[config.mk]
export PLATFORM = sky130hd
export DESIGN_NAME = eag_top
export DESIGN_NICKNAME = d
export VERILOG_FILES = /design/src/rtl/eag_pkg.sv /design/src/rtl/eag_offset.sv /design/src/rtl/eag_addr.sv /design/src/rtl/eag_ext.sv /design/src/rtl/eag_top.sv
export SDC_FILE = /design/constraint.sdc
export NUM_CORES = 1
export LEC_CHECK = 0
export ABC_AREA = 1
export BUFFER_PORTS_ARGS = -buffer_cell sky130_fd_sc_hd__clkbuf_2
export CORE_ASPECT_RATIO = 1.4
export CORE_UTILIZATION = 23
export DETAILED_ROUTE_END_ITERATION = 10
export PLACE_DENSITY = 0.5
export SYNTH_ARGS = -nofsm -noshare
export SYNTH_HDL_FRONTEND = slang
export SYNTH_SLANG_ARGS = --single-unit
[constraint.sdc]
create_clock -name clk_i -period 0.8 [get_ports clk_i]
set_input_delay 0 -clock clk_i [delete_from_list [all_inputs] [get_ports clk_i]]
set_output_delay 0 -clock clk_i [all_outputs]
set_load 0.03 [all_outputs]
[src/rtl/eag_pkg.sv]
package eag_pkg;
  localparam int unsigned MODE_W = 4;
  localparam int unsigned SIZE_W = 2;

  localparam logic [MODE_W-1:0] M_DIRECT  = 4'd0;
  localparam logic [MODE_W-1:0] M_IND     = 4'd1;
  localparam logic [MODE_W-1:0] M_POSTINC = 4'd2;
  localparam logic [MODE_W-1:0] M_PREDEC  = 4'd3;
  localparam logic [MODE_W-1:0] M_RDISP   = 4'd4;
  localparam logic [MODE_W-1:0] M_RIDX    = 4'd5;
  localparam logic [MODE_W-1:0] M_GDISP   = 4'd6;
  localparam logic [MODE_W-1:0] M_GIDX    = 4'd7;
  localparam logic [MODE_W-1:0] M_PCDISP  = 4'd8;
  localparam logic [MODE_W-1:0] M_PCREG   = 4'd9;
  localparam logic [MODE_W-1:0] M_IMM     = 4'd10;

  localparam logic [SIZE_W-1:0] SZ_BYTE = 2'd0;
  localparam logic [SIZE_W-1:0] SZ_WORD = 2'd1;

  // log2 of the operand step
  function automatic logic [1:0] size_shift(input logic [SIZE_W-1:0] sz);
    case (sz)
      SZ_BYTE: size_shift = 2'd0;
      SZ_WORD: size_shift = 2'd1;
      default: size_shift = 2'd2;
    endcase
  endfunction

  function automatic logic is_mem_mode(input logic [MODE_W-1:0] m);
    is_mem_mode = (m >= M_IND) && (m <= M_PCDISP);
  endfunction

  function automatic logic is_auto_mode(input logic [MODE_W-1:0] m);
    is_auto_mode = (m == M_POSTINC) || (m == M_PREDEC);
  endfunction
endpackage

[src/rtl/eag_offset.sv]
module eag_offset
  import eag_pkg::*;
#(
  parameter int unsigned XW  = 32,
  parameter int unsigned DW  = 8,
  parameter int unsigned SDW = 4
) (
  input  logic [MODE_W-1:0] mode_i,
  input  logic [SIZE_W-1:0] size_i,
  input  logic [DW-1:0]     disp_i,
  output logic [XW-1:0]     offset_o,
  output logic [XW-1:0]     step_o
);
  localparam int unsigned LPAD = XW - DW;
  localparam int unsigned SPAD = XW - SDW;

  logic [1:0]    sh;
  logic [XW-1:0] disp_long;
  logic [XW-1:0] disp_short;

  assign sh = size_shift(size_i);

  generate
    if (SDW < DW) begin : g_trunc
      assign disp_short = {{SPAD{1'b0}}, disp_i[SDW-1:0]};
    end else begin : g_full
      assign disp_short = {{LPAD{1'b0}}, disp_i};
    end
  endgenerate

  assign disp_long = {{LPAD{1'b0}}, disp_i};

  always_comb begin
    step_o = {{(XW-1){1'b0}}, 1'b1} << sh;
    unique case (mode_i)
      M_RDISP:           offset_o = disp_short << sh;
      M_GDISP, M_PCDISP: offset_o = disp_long << sh;
      default:           offset_o = '0;
    endcase
  end
endmodule

[src/rtl/eag_addr.sv]
module eag_addr
  import eag_pkg::*;
#(
  parameter int unsigned XW = 32
) (
  input  logic [MODE_W-1:0] mode_i,
  input  logic [SIZE_W-1:0] size_i,
  input  logic [XW-1:0]     rn_i,
  input  logic [XW-1:0]     r0_i,
  input  logic [XW-1:0]     gbr_i,
  input  logic [XW-1:0]     pc_i,
  input  logic [XW-1:0]     offset_i,
  input  logic [XW-1:0]     step_i,
  output logic [XW-1:0]     ea_o,
  output logic              mem_o,
  output logic              wb_en_o,
  output logic [XW-1:0]     wb_data_o
);
  logic [XW-1:0] pc_base;
  logic [XW-1:0] rn_up;
  logic [XW-1:0] rn_dn;
  logic          long_sz;

  assign long_sz = size_i[1];
  // longword literal fetch aligns PC first
  assign pc_base = long_sz ? {pc_i[XW-1:2], 2'b00} : pc_i;
  assign rn_up   = rn_i + step_i;
  assign rn_dn   = rn_i - step_i;

  always_comb begin
    unique case (mode_i)
      M_IND, M_POSTINC: ea_o = rn_i;
      M_PREDEC:         ea_o = rn_dn;
      M_RDISP:          ea_o = rn_i + offset_i;
      M_RIDX:           ea_o = r0_i + rn_i;
      M_GDISP:          ea_o = gbr_i + offset_i;
      M_GIDX:           ea_o = r0_i + gbr_i;
      M_PCDISP:         ea_o = pc_base + offset_i;
      M_PCREG:          ea_o = pc_i + rn_i;
      default:          ea_o = '0;
    endcase
  end

  always_comb begin
    mem_o   = is_mem_mode(mode_i);
    wb_en_o = is_auto_mode(mode_i);
    unique case (mode_i)
      M_POSTINC: wb_data_o = rn_up;
      M_PREDEC:  wb_data_o = rn_dn;
      default:   wb_data_o = '0;
    endcase
  end
endmodule

[src/rtl/eag_ext.sv]
module eag_ext
  import eag_pkg::*;
#(
  parameter int unsigned XW = 32,
  parameter int unsigned BW = 8,
  parameter int unsigned HW = 16
) (
  input  logic [SIZE_W-1:0] size_i,
  input  logic              arith_i,
  input  logic [XW-1:0]     data_i,
  output logic [XW-1:0]     data_o
);
  logic [XW-1:0] byte_x;
  logic [XW-1:0] half_x;

  assign byte_x = {{(XW-BW){arith_i & data_i[BW-1]}}, data_i[BW-1:0]};
  assign half_x = {{(XW-HW){arith_i & data_i[HW-1]}}, data_i[HW-1:0]};

  always_comb begin
    unique case (size_i)
      SZ_BYTE: data_o = byte_x;
      SZ_WORD: data_o = half_x;
      default: data_o = data_i;
    endcase
  end
endmodule

[src/rtl/eag_top.sv]
module eag_top
  import eag_pkg::*;
#(
  parameter int unsigned XW  = 32,
  parameter int unsigned DW  = 8,
  parameter int unsigned SDW = 4
) (
  input  logic              clk_i,
  input  logic              rst_ni,
  input  logic              valid_i,
  input  logic [3:0]        mode_i,
  input  logic [1:0]        size_i,
  input  logic [DW-1:0]     disp_i,
  input  logic [XW-1:0]     rn_i,
  input  logic [XW-1:0]     r0_i,
  input  logic [XW-1:0]     gbr_i,
  input  logic [XW-1:0]     pc_i,
  input  logic [XW-1:0]     ld_data_i,
  input  logic              ext_arith_i,
  output logic              valid_o,
  output logic              mem_o,
  output logic [XW-1:0]     ea_o,
  output logic              wb_en_o,
  output logic [XW-1:0]     wb_data_o,
  output logic [XW-1:0]     ext_o
);
  logic [XW-1:0] offset;
  logic [XW-1:0] step;
  logic [XW-1:0] ea_d;
  logic          mem_d;
  logic          wb_en_d;
  logic [XW-1:0] wb_data_d;
  logic [XW-1:0] ext_d;

  eag_offset #(.XW(XW), .DW(DW), .SDW(SDW)) i_offset (
    .mode_i  (mode_i),
    .size_i  (size_i),
    .disp_i  (disp_i),
    .offset_o(offset),
    .step_o  (step)
  );

  eag_addr #(.XW(XW)) i_addr (
    .mode_i   (mode_i),
    .size_i   (size_i),
    .rn_i     (rn_i),
    .r0_i     (r0_i),
    .gbr_i    (gbr_i),
    .pc_i     (pc_i),
    .offset_i (offset),
    .step_i   (step),
    .ea_o     (ea_d),
    .mem_o    (mem_d),
    .wb_en_o  (wb_en_d),
    .wb_data_o(wb_data_d)
  );

  eag_ext #(.XW(XW)) i_ext (
    .size_i (size_i),
    .arith_i(ext_arith_i),
    .data_i (ld_data_i),
    .data_o (ext_d)
  );

  always_ff @(posedge clk_i or negedge rst_ni) begin
    if (!rst_ni) begin
      valid_o   <= 1'b0;
      mem_o     <= 1'b0;
      ea_o      <= '0;
      wb_en_o   <= 1'b0;
      wb_data_o <= '0;
      ext_o     <= '0;
    end else begin
      valid_o <= valid_i;
      if (valid_i) begin
        mem_o     <= mem_d;
        ea_o      <= ea_d;
        wb_en_o   <= wb_en_d;
        wb_data_o <= wb_data_d;
        ext_o     <= ext_d;
      end else begin
        mem_o     <= 1'b0;
        ea_o      <= '0;
        wb_en_o   <= 1'b0;
        wb_data_o <= '0;
        ext_o     <= '0;
      end
    end
  end
endmodule

Yosys cells after proc, flatten, opt, wreduce, memory -nomap -nowiden
Index checks and enable logic that the tools add are counted.
- shift-type cells: 3
- $add $sub $neg: 8
- multiplexer cells: 11
- reductions and logical operators: 5
- eq/ne operators: 10
- magnitude comparators: 2
- bitwise operators: 2
- operator list (operator ; number):
    case mux 32 bit (8 select lines) ; 1
    adder 32 bit ; 7
    case mux 32 bit (2 select lines) ; 3
    2-to-1 mux 32 bit ; 3
    << shifter 1 x 2 -> 32 bit (first input constant) ; 1
    << shifter 4 x 2 -> 32 bit ; 1
    << shifter 8 x 2 -> 32 bit ; 1
    subtractor 32 bit ; 1
    == test 4 x 3 -> 1 bit (second input constant) ; 4
    == test 4 x 2 -> 1 bit (second input constant) ; 2
    == test 4 bit (second input constant) ; 2
    == test 4 x 1 -> 1 bit (second input constant) ; 1
    greater-or-equal comparator 4 x 1 -> 1 bit (second input constant) ; 1
    <= comparator 4 bit (second input constant) ; 1
    case mux 2 bit (2 select lines) ; 1
    OR reduction 2 bit ; 2
    bitwise AND 1 bit ; 2
    == test 2 x 1 -> 1 bit (second input constant) ; 1
    zero test 2 bit ; 1
    2-to-1 mux 1 bit ; 2
    2-to-1 mux 2 bit ; 1
    logical AND 1 bit ; 1
    logical OR 1 bit ; 1
- word-level logic and storage cells: 47
- input bits: 178
- bits in registers: 99
- output and inout bits: 99

Logic depth before layout (Yosys ltp)
Gate-level depths: netlist of the first run.
- depth in word-level cells: 7
- depth in mapped cells: 27
- mapped depth without buffers: 26

Modules after synthesis
From an unflattened synthesis of the first run, not the netlist that was laid out.
- cell total of the unflattened synthesis: 3343
- area total of the unflattened synthesis: 18124.9 sq um
- by module, submodules not included (module ; area each (sq um) ; cells an instance ; instances):
    eag_addr ; 13679.4 ; 2849 ; 1
    eag_top ; 3289.4 ; 306 ; 1
    eag_offset ; 689.4 ; 116 ; 1
    eag_ext ; 466.7 ; 72 ; 1

Least setup slack after synthesis of the first run
OpenSTA, ideal clock, no wires.
- kind: input to register
- start: in mode_i[2]
- end: reg ea_o[28]
- cell stages on the path: 25
- setup slack: -2.001 ns
- path buffers: 0
- data arrival time: 2.669 ns
- cell sequence: inv_1 > nor2_1 > inv_1 > o21ai_2 > clkinv_1 > nand2_1 > nand3_1 > nand3_1 > ha_1 > inv_1 > fa_1 > inv_1 > nand3_1 > nand3_1 > nand2_1 > nand2_1 > nand2_1 > nand2_1 > nand2_1 > nand2_1 > nand2_1 > nand3_1 > nand3_1 > nor2_1 > nor2_1
- cells in the longest elaborated chain, start to end: 6
- elaborated cells on any way between the ends: 17
- those cells by class: 3 x add/sub; 9 x eq/ne; 3 x mux; 2 x reduce/logical
- ends and longest elaborated chain (item ; RTL line ; RTL):
    start, declared ; eag_top.sv:11 ; input logic [3:0] mode_i,
    == test 4 x 3 -> 1 bit or == test 4 bit (tied branches) ; eag_offset.sv:35, eag_addr.sv:31 ;
    OR reduction 2 bit ; eag_offset.sv:35 ; unique case (mode_i)
    case mux 32 bit (2 select lines) ; eag_offset.sv:35 ;
    adder 32 bit (on tied branches) ; eag_addr.sv:38, eag_addr.sv:34, eag_addr.sv:36 ;
    case mux 32 bit (8 select lines) * ; eag_addr.sv:31 ; unique case (mode_i)
    2-to-1 mux 32 bit * ; eag_top.sv:75 ; if (valid_i) begin
    end signal, assigned ; eag_top.sv:69 ; ea_o <= '0;
    end signal, assigned ; eag_top.sv:77 ; ea_o <= ea_d;
    end signal, assigned ; eag_top.sv:83 ; ea_o <= '0;
    end, declared ; eag_top.sv:22 ; output logic [XW-1:0] ea_o,
Mark *: on every way between the ends. The rest lies on a longest branch, timed or not.

Worst setup path after layout of the first run
- start: in mode_i[0]
- end: reg ea_o[27]
Same word-level chain as after synthesis.

==> out/qor.csv, run 1 <==
metric;value;unit
drt_iter0_markers;1046;
grtUsageTotal;0.245;
whs;-0.0588;ns
post-route-period-util;3.01;
grt_max_degree;39;
yosysTopAreaCellShare;0.207;
cts_buffers;9;
grt_pass1_wl;104;mm
wire_per_inst;18.1;um
clock.fmax;415;MHz
drc;0;
cp_max_fo;6;
die_area;0.0562;sq mm
postCtsHoldBufs;35;
outcome;complete, but fails checks;
synth-edff-count;0;
initial_core_util;0.234;
ys_top_cells_by_area;nand2_1 (21%), dfrtp_1 (20%), nand3_1 (11%);
endpoint_kind;flip-flop;
first_global_vias;18256;
ys_ff_latch;99;
p_leak;12.3;nW
grt_setup_unrepaired;true;
pwr_density_cell;937;mW/mm^2
cp.required;1.08;ns
vias;18288;
tightest_slew;0.550;ns
clkTransAtPathRegs;0.10;ns
worstSetupPathType;in -> reg;
finalMaxSlewViolations;0;
violations;hold timing, setup timing;
maxSlewHeadroom;0.630;
avgSynthCellArea;5.57;sq um
ys.flop_type;dfrtp_1;
antenna_found_initial;0;
startpoint_type;input port;
async_flop_share;1.00;
postRouteAntennaNets;0;
nets;3445;
cts_tree;done;
cts.sinks;99;
synthesis.area;0.0127;sq mm
dp_hpwl;59.5;mm
place_inst;3807;
cp_data_arrival_time;2.69;ns
area_growth;86.4;%
coreArea;0.0543;sq mm
min_path_type;in -> reg;
yosys.area.top_type;nand2_1;
fin_ws;-1.61;ns
rows;101;
seq_area_frac_synth;0.195;
htreeDepth;3;
postLayoutCoreUtil;0.436;
dr.pass1.iters;5;
finalNonFillerCells;3904;
io_buffer_count;276;
fin_crit;2.41;ns
die_h;280;um
hold_viol;2;
clock_path_buffers;2;
drt_wl_total;70.8;mm
die_w;201;um
synth.distinct_cells;46;
diodes;0;
routed_via_density;4.68;
max-vdd-ir-drop;1.07;mV
grt_overflow;0;
yosys_warnings;0;
setup_viol;162;
drive_gt1_frac;0.420;
cap_violations;0;
critPathCapture;ea_o[27];
syn_inst;2280;
cts-root-buf;clkbuf_16;
io-pin-count;277;
gp_congestion;0.954;
crit_start;mode_i[0];
## stage by stage
stage	power, mW	area [sq um]	TNS, ns	setup slack (ns)
2_1_floorplan	9.94	13100	-71.49	-1.62
3_3_place_gp	15.3	19600	-123.63	-2.36
3_5_place_dp	15.3	19600	-125.36	-2.39
4_1_cts	21.5	22400	-92.00	-1.62
5_1_grt	23.4	23700	-97.32	-1.76
6_report	22.2	23700	-88.06	-1.61
## synth_stat cells, drive strengths merged (10+ instances only)
| cell | count |
|---|---|
| a21oi | 146 |
| buf | 16 |
| clkbuf | 35 |
| dfrtp | 99 |
| ha | 84 |
| inv | 325 |
| nand2 | 700 |
| nand3 | 279 |
| nand3b | 11 |
| nand4 | 27 |
| nor2 | 294 |
| nor3 | 30 |
| o211ai | 10 |
| o21ai | 132 |
| o21bai | 13 |
| or2 | 12 |
## kinds of logic after synthesis
| group | share of synthesized area |
|---|---|
| AND/OR/NAND/NOR | 0.450 |
| other | 0.000591 |
| AO/OA/AOI/OAI | 0.141 |
| buffers and inverters | 0.115 |
| XOR/XNOR | 0.00759 |
| flip-flops | 0.195 |
| adder cells (fa/ha/maj) | 0.0907 |
## sequential cells by signal, summed over array words and instances (netlist names)
signal,flops
ea_o,32
ext_o,32
mem_o,1
valid_o,1
wb_data_o,32
wb_en_o,1
## layer usage
metal	routed length [um]	up-vias	part of all wire	global-route usage
li1	-	9170	-	-
met1	28800	8511	0.41	0.288
met2	36900	484	0.52	0.467
met3	2430	123	0.034	0.0136
met4	2750	0	0.039	0.0889
met5	0	-	0	0
## report_power, final
group          switching [mW]  internal [mW]  total [mW]
registers               0.238           5.27        5.50
clock network            2.37           2.49        4.87
logic                    6.39           5.42        11.8
total                    9.00           13.2        22.2
## cells in the final DEF (no fill, tap or decap), drive strengths merged, types with 3 or more instances in the layout
master       count
a21o             4
a21oi          146
a22oi            3
a31oi            7
and3             3
buf            727
clkbuf         184
clkinv           6
conb             3
dfrtp           99
dlygate4sd3     35
fa               5
ha              84
inv            330
nand2          700
nand3          279
nand3b          11
nand4           27
nor2           294
nor3            30
nor4             8
o211ai          10
o21ai          132
o21bai          13
o22ai            4
or2             12
xnor2            4
xor2             7
## worst min-delay path by stage
stage                     cells past startpoint  startpoint   endpoint  slack, ns
after floorplan                               0      rst_ni    ea_o[0]      -0.30
after global placement                        1      rst_ni  ext_o[31]      -0.13
after detailed placement                      1      rst_ni  ext_o[31]      -0.13
after CTS                                     3   mode_i[3]      mem_o      -0.05
after global routing                          3   mode_i[3]      mem_o      -0.04
final                                         3   mode_i[3]      mem_o      -0.06
## layout make-up
class,instances,area (sq um)
Multi-Input combinational cell,1800,10800
Sequential cell,99,2480
Clock buffer,9,225
Timing Repair Buffer,937,7910
Clock inverter,7,82.6
Tap cell,721,902
Inverter,331,1310
Fill cell,5722,30700
## timing repair
item,4_1_cts,5_1_grt
pin swaps,103,150
setup buffers,29,27
gates cloned,0,1
endpoints found under the setup margin,162,178
resized for setup,479,347
endpoints found under the hold margin,135,1
## worst max-delay path, stage by stage
cell and delay (ns):
buf_4 0.13, inv_1 0.08, nand2_2 0.08, o21ai_4 0.17, buf_12 0.15, clkinv_8 0.06, nand2_8 0.09, nand2_2 0.06
inv_2 0.08, a22oi_2 0.09, o211ai_1 0.15, ha_1 0.35, a21oi_2 0.21, buf_4 0.13, o21bai_1 0.06, nand2_1 0.10
nand3_4 0.15, nand2_4 0.13, nand3_1 0.08, nand3_1 0.12, nand4_1 0.09, nand2_1 0.07, inv_1 0.04
Power figures use the tool's default switching activity.
==> run 2, diff against run 1 <==
--- a/config.mk
+++ b/config.mk
@@ -9,6 +9,7 @@
 export BUFFER_PORTS_ARGS = -buffer_cell sky130_fd_sc_hd__clkbuf_2
 export CORE_ASPECT_RATIO = 1.4
 export CORE_UTILIZATION = 23
+export CTS_BUF_LIST = sky130_fd_sc_hd__clkbuf_4
 export DETAILED_ROUTE_END_ITERATION = 10
 export PLACE_DENSITY = 0.5
 export SYNTH_ARGS = -nofsm -noshare
==> run 2 against run 1 <==
  * The run still ends with hold timing, setup timing left
  * Final cell count up 1.3%
  * Non-clock buffer count increased by 49
  * Sequential share of layout area is 0.20 points lower
  * Die area unchanged
  * Wire length grew 1.4%
  * Combinational power about the same
  * Maximum frequency rose by 7.4%
  * Via count grew 1.2%
  * Critical path depth increased by 4
  * Largest cell class unchanged
  * Largest power group unchanged
==> out/qor.csv, run 2 (synthesized netlist as in run 1, its figures left out) <==
metric;value;unit
area_growth;89.9;%
drive_gt1_frac;0.416;
nFillCells;5698;
p_leak;12.5;nW
routed_via_density;4.68;
grt_overflow;0;
grt_setup_unrepaired;true;
startpoint_type;input port;
gp_congestion;0.954;
antenna_found_initial;3;
grt_max_degree;39;
grt_pass1_wl;106;mm
die_area;0.0562;sq mm
timing.critical_path.buf_inv;8;
crit_top_cell;nand2_1;
cts.sinks;99;
drt_iter0_markers;1060;
cp.required;1.30;ns
slowest_stage;ha_1;
endpoint_kind;flip-flop;
cts_tree;done;
finalMaxSlewViolations;0;
clkTransAtPathRegs;0.24;ns
maxSlewHeadroom;0.617;
drt_wl_total;71.8;mm
fin_ws;-1.44;ns
violations;hold timing, setup timing;
place_ws;-2.39;ns
fin_crit;2.24;ns
io-pin-count;277;
rows;101;
drc;0;
tightest_slew;0.575;ns
htreeDepth;3;
vias;18508;
grtUsageTotal;0.248;
postRouteAntennaNets;0;
dr.pass1.iters;7;
worstSetupPathType;in -> reg;
die_h;280;um
pwr_density_cell;861;mW/mm^2
layout_common_cells;nand2_1 (598), buf_4 (557), inv_1 (285);
reg_top3;ea_o: 32 flops, ext_o: 32 flops, wb_data_o: 32 flops;
first_global_vias;18536;
min_path_type;in -> reg;
cp_max_fo;6;
max-vdd-ir-drop;0.844;mV
place_inst;3807;
hold_viol;13;
whs;-0.269;ns
outcome;complete, but fails checks;
initial_core_util;0.234;
coreArea;0.0543;sq mm
critPathTopFamily;simple AND/OR/NAND/NOR gates;
dp_hpwl;59.5;mm
cts_buffers;9;
die_w;201;um
cts-root-buf;clkbuf_4;
slowest_delay;0.39;ns
cp_data_arrival_time;2.74;ns
io_buffer_count;276;
wire_per_inst;18.2;um
post-route-period-util;2.80;
finalNonFillerCells;3955;
cap_violations;0;
clock.fmax;446;MHz
final_common_cell;nand2_1;
nets;3494;
setup_viol;166;
clock_path_buffers;2;
run 2: cell types whose count changed in the layout (fill, tap and decap cells not counted), moves of 4 or more:
cell	before	now
ha_4	14	20
clkbuf_4	0	9
nand3_1	220	216
dlymetal6s4s_1	0	4
dlygate4sd3_1	35	72
clkbuf_16	11	2
nor2_2	28	20
nor2_1	245	250
inv_1	290	285
buf_6	52	60
nand3_2	49	53
nand2_1	593	598
run 2: metrics by stage:
stage / cell area [sq um] / power [mW] / utilization / setup TNS (ns)
finish: 24100 / 20.8 / 0.444 / -102.79
global route: 24100 / 22.0 / 0.444 / -112.51
CTS: 22700 / 20.0 / 0.417 / -115.74
detailed placement: 19600 / 15.3 / 0.362 / -125.36
global placement: 19600 / 15.3 / 0.362 / -123.63
floorplan: 13100 / 9.94 / - / -71.49
run 2: layer usage:
metal / up-vias / wire length, um / track usage
met3: 125 / 2160 / 0.0145
li1: 9288 / - / -
met1: 8638 / 29300 / 0.289
met2: 457 / 37300 / 0.468
met4: 0 / 3080 / 0.0981
met5: - / 0 / 0
run 2: cell type report:
type | count | area (sq um) | area share
multi-input cells | 1800 | 10800 | 0.449
well taps | 721 | 902 | 0.0374
clock inverters | 7 | 82.6 | 0.00343
clock buffers | 9 | 67.6 | 0.00280
diodes | 2 | 5.00 | 0.000208
inverters | 331 | 1320 | 0.0546
flip-flops and latches | 99 | 2480 | 0.103
repair buffers | 986 | 8430 | 0.350
run 2: path summary, 6_finish.rpt:
kind	from	to	slack, ns	depth (start not counted)
worst max-delay path	mode_i[2]	ea_o[26]	-1.44	27
worst min-delay path	valid_i	valid_o	-0.27	2
max in group asynchronous	rst_ni	ea_o[29]	0.08	4
min in group asynchronous	rst_ni	ext_o[1]	0.10	3
run 2: power by group:
part | total (mW) | switching, mW | internal (mW)
combinational | 12.1 | 6.45 | 5.61
clock | 3.20 | 2.19 | 1.01
sequential | 5.51 | 0.237 | 5.27
total | 20.8 | 8.87 | 11.9
run 2: timing repair:
item                                   4_1_cts  5_1_grt
setup endpoints to repair                  162      285
gates cloned                                 0        1
gates resized for setup                    486      355
endpoints found under the hold margin      185       19
setup buffers                               31       30
pin swaps                                  102      131
hold buffers                                75        6
==> run 3, diff against run 2 <==
--- a/config.mk
+++ b/config.mk
@@ -11,7 +11,8 @@
 export CORE_UTILIZATION = 23
 export CTS_BUF_LIST = sky130_fd_sc_hd__clkbuf_4
 export DETAILED_ROUTE_END_ITERATION = 10
-export PLACE_DENSITY = 0.5
+export PLACE_DENSITY = 0.48
 export SYNTH_ARGS = -nofsm -noshare
 export SYNTH_HDL_FRONTEND = slang
+export SYNTH_HIERARCHICAL = 1
 export SYNTH_SLANG_ARGS = --single-unit
==> run 3 against run 2 <==
  * The run still ends with hold timing, setup timing left
  * Critical path depth down 1
  * Wire length grew 26%
  * Final cell count up 35%
  * Critical endpoint is now ea_o[28]
  * Global-route usage decreased by 2.4 points
  * Largest power group unchanged
  * Sequential power increased by 1%
  * Die area rose by 42%
  * Synthesized cell count increased by 47%
  * Via count is 28% higher
==> out/qor.csv, run 3 <==
metric;value;unit
outcome;complete, but fails checks;
violations;hold timing, setup timing;
finalNonFillerCells;5352;
grt_overflow;0;
slowest_stage;ha_1;
synth-compound-area-share;0.115;
cts-root-buf;clkbuf_4;
dp_hpwl;76.5;mm
holdPathStages;2;
avgSynthCellArea;5.42;sq um
clkTransAtPathRegs;0.18;ns
htreeDepth;3;
ys.flop_type;dfrtp_1;
drt_iter0_markers;999;
yosysMostFrequentCell;nand2_1;
hold_viol;149;
maxSlewHeadroom;0.596;
clock_path_buffers;2;
fin_ws;-1.34;ns
coreArea;0.0778;sq mm
routed_via_density;4.43;
postLayoutCoreUtil;0.393;
syn_inst;3343;
finalMaxSlewViolations;0;
critPathTopFamily;simple AND/OR/NAND/NOR gates;
vias;23703;
reg_top3;ea_o: 32 flops, ext_o: 32 flops, wb_data_o: 32 flops;
ys_top_cells_by_area;nand2_1 (25%), dfrtp_1 (14%), inv_1 (13%);
first_global_vias;23717;
synth-simple-area-share;0.451;
timing.critical_path.buf_inv;4;
drive_gt1_frac;0.367;
grt_max_degree;50;
cts.sinks;99;
yosys.area.top_type;nand2_1;
io-pin-count;277;
nFillCells;8625;
layout_common_cells;nand2_1 (1004), inv_1 (583), buf_4 (578);
cap_violations;0;
pwr_density_cell;943;mW/mm^2
p_total;28.8;mW
startpoint_type;input port;
cts_buffers;9;
die_w;239;um
antenna_found_initial;5;
area_growth;68.5;%
nets;4638;
synth_top_family_by_area;simple AND/OR/NAND/NOR gates;
cts_tree;done;
drt_wl_total;90.7;mm
crit_cells;26;
synth-edff-count;0;
whs;-0.195;ns
max-vdd-ir-drop;0.783;mV
tightest_slew;0.600;ns
ys_ff_latch;99;
cp_data_arrival_time;2.65;ns
synthTopCellsByCount;nand2_1 (1212), inv_1 (621), nand3_1 (304);
clock.fmax;467;MHz
die_h;334;um
setup_viol;164;
grtUsageTotal;0.224;
dr.pass1.iters;8;
async_flop_share;1.00;
worstSetupPathType;in -> reg;
io_buffer_count;276;
crit_top_cell;nand2_1;
post-route-period-util;2.67;
p_leak;17.1;nW
place_ws;-2.61;ns
postRouteAntennaNets;0;
min_path_type;in -> reg;
yosys_warnings;6;
place_inst;5185;
yosysTopAreaCellShare;0.251;
synth.distinct_cells;50;
initial_core_util;0.233;
wire_per_inst;17.0;um
final_common_cell;nand2_1;
synth_xor_area_frac;0.00628;
tns;-99.44;ns
drc;0;
endpoint_kind;flip-flop;
grt_setup_unrepaired;true;
grt_pass1_wl;135;mm
synthesis.area;0.0181;sq mm
muxShareOfSynthArea;0;
cp.required;1.31;ns
cp_max_fo;5;
gp_congestion;0.957;
synthAdderAreaFrac;0.115;
fin_crit;2.14;ns
die_area;0.0799;sq mm
slowest_delay;0.32;ns
seq_area_frac_synth;0.137;
rows;121;
run 3: changes by cell type in the layout (fill, tap and decap cells not counted), sizes merged, moves of 11 or more:
| cell | previous run | this run |
|---|---|---|
| o21a | 0 | 11 |
| inv | 330 | 634 |
| buf | 736 | 776 |
| nand2 | 700 | 1227 |
| ha | 84 | 158 |
| nor2 | 294 | 272 |
| conb | 3 | 51 |
| o211ai | 10 | 32 |
| nand3 | 279 | 317 |
| o21ai | 132 | 116 |
| and2 | 1 | 12 |
| a21oi | 146 | 169 |
run 3: kinds of logic (layout without fill, tap and decap cells):
family | count (synthesis) | count (layout)
xor gates and xnor gates | 13 | 13
DFF | 99 | 99
adders and majority gates | 163 | 163
AOI/OAI and AO/OA | 369 | 369
and+or+nand+nor | 1941 | 1942
other | 1 | 57
buffers and inverters | 757 | 1664
run 3: repair_timing:
action | 4_1_cts | 5_1_grt
hold buffers | 66 | 3
cloned | 4 | 2
pin swaps | 165 | 157
buffers inserted | 53 | 42
gates resized for setup | 479 | 609
endpoints found under the setup margin | 162 | 271
endpoints found under the hold margin | 198 | 99
run 3: final cells by class:
type / instances / area (sq um) / share of cell area
diodes: 6 / 15.0 / 0.000492
repair inverters: 1 / 5.00 / 0.000164
flip-flops and latches: 99 / 2490 / 0.0816
well taps: 1045 / 1310 / 0.0428
clock buffers: 9 / 67.6 / 0.00221
repair buffers: 1016 / 8630 / 0.283
inverters: 632 / 2440 / 0.0798
multi-input cells: 2538 / 15500 / 0.508
clock inverters: 6 / 76.3 / 0.00250
run 3: path summary, 6_finish.rpt:
kind	startpoint	end	slack, ns
max	mode_i[0]	ea_o[28]	-1.34
min	valid_i	valid_o	-0.20
max in group asynchronous	rst_ni	ext_o[16]	0.11
min in group asynchronous	rst_ni	ext_o[18]	-0.10
run 3: report_power, final:
group	internal (mW)	total (mW)	switching, mW
combinational	8.82	20.0	11.2
clock	0.999	3.25	2.25
sequential	5.30	5.57	0.265
run 3: stage by stage:
step | hold WS [ns] | area, sq um
after global placement | -0.145 | 25500
after CTS | -0.174 | 28700
after global routing | -0.231 | 30500
final | -0.195 | 30500
after detailed placement | -0.148 | 25500
after floorplan | -0.296 | 18900
run 3: layer usage:
| layer | global-route usage | wire, um | vias up |
|---|---|---|---|
| li1 | - | - | 12253 |
| met1 | 0.257 | 36800 | 10838 |
| met2 | 0.424 | 47800 | 484 |
| met3 | 0.0139 | 2480 | 128 |
| met4 | 0.0889 | 3590 | 0 |
| met5 | 0 | 0 | - |
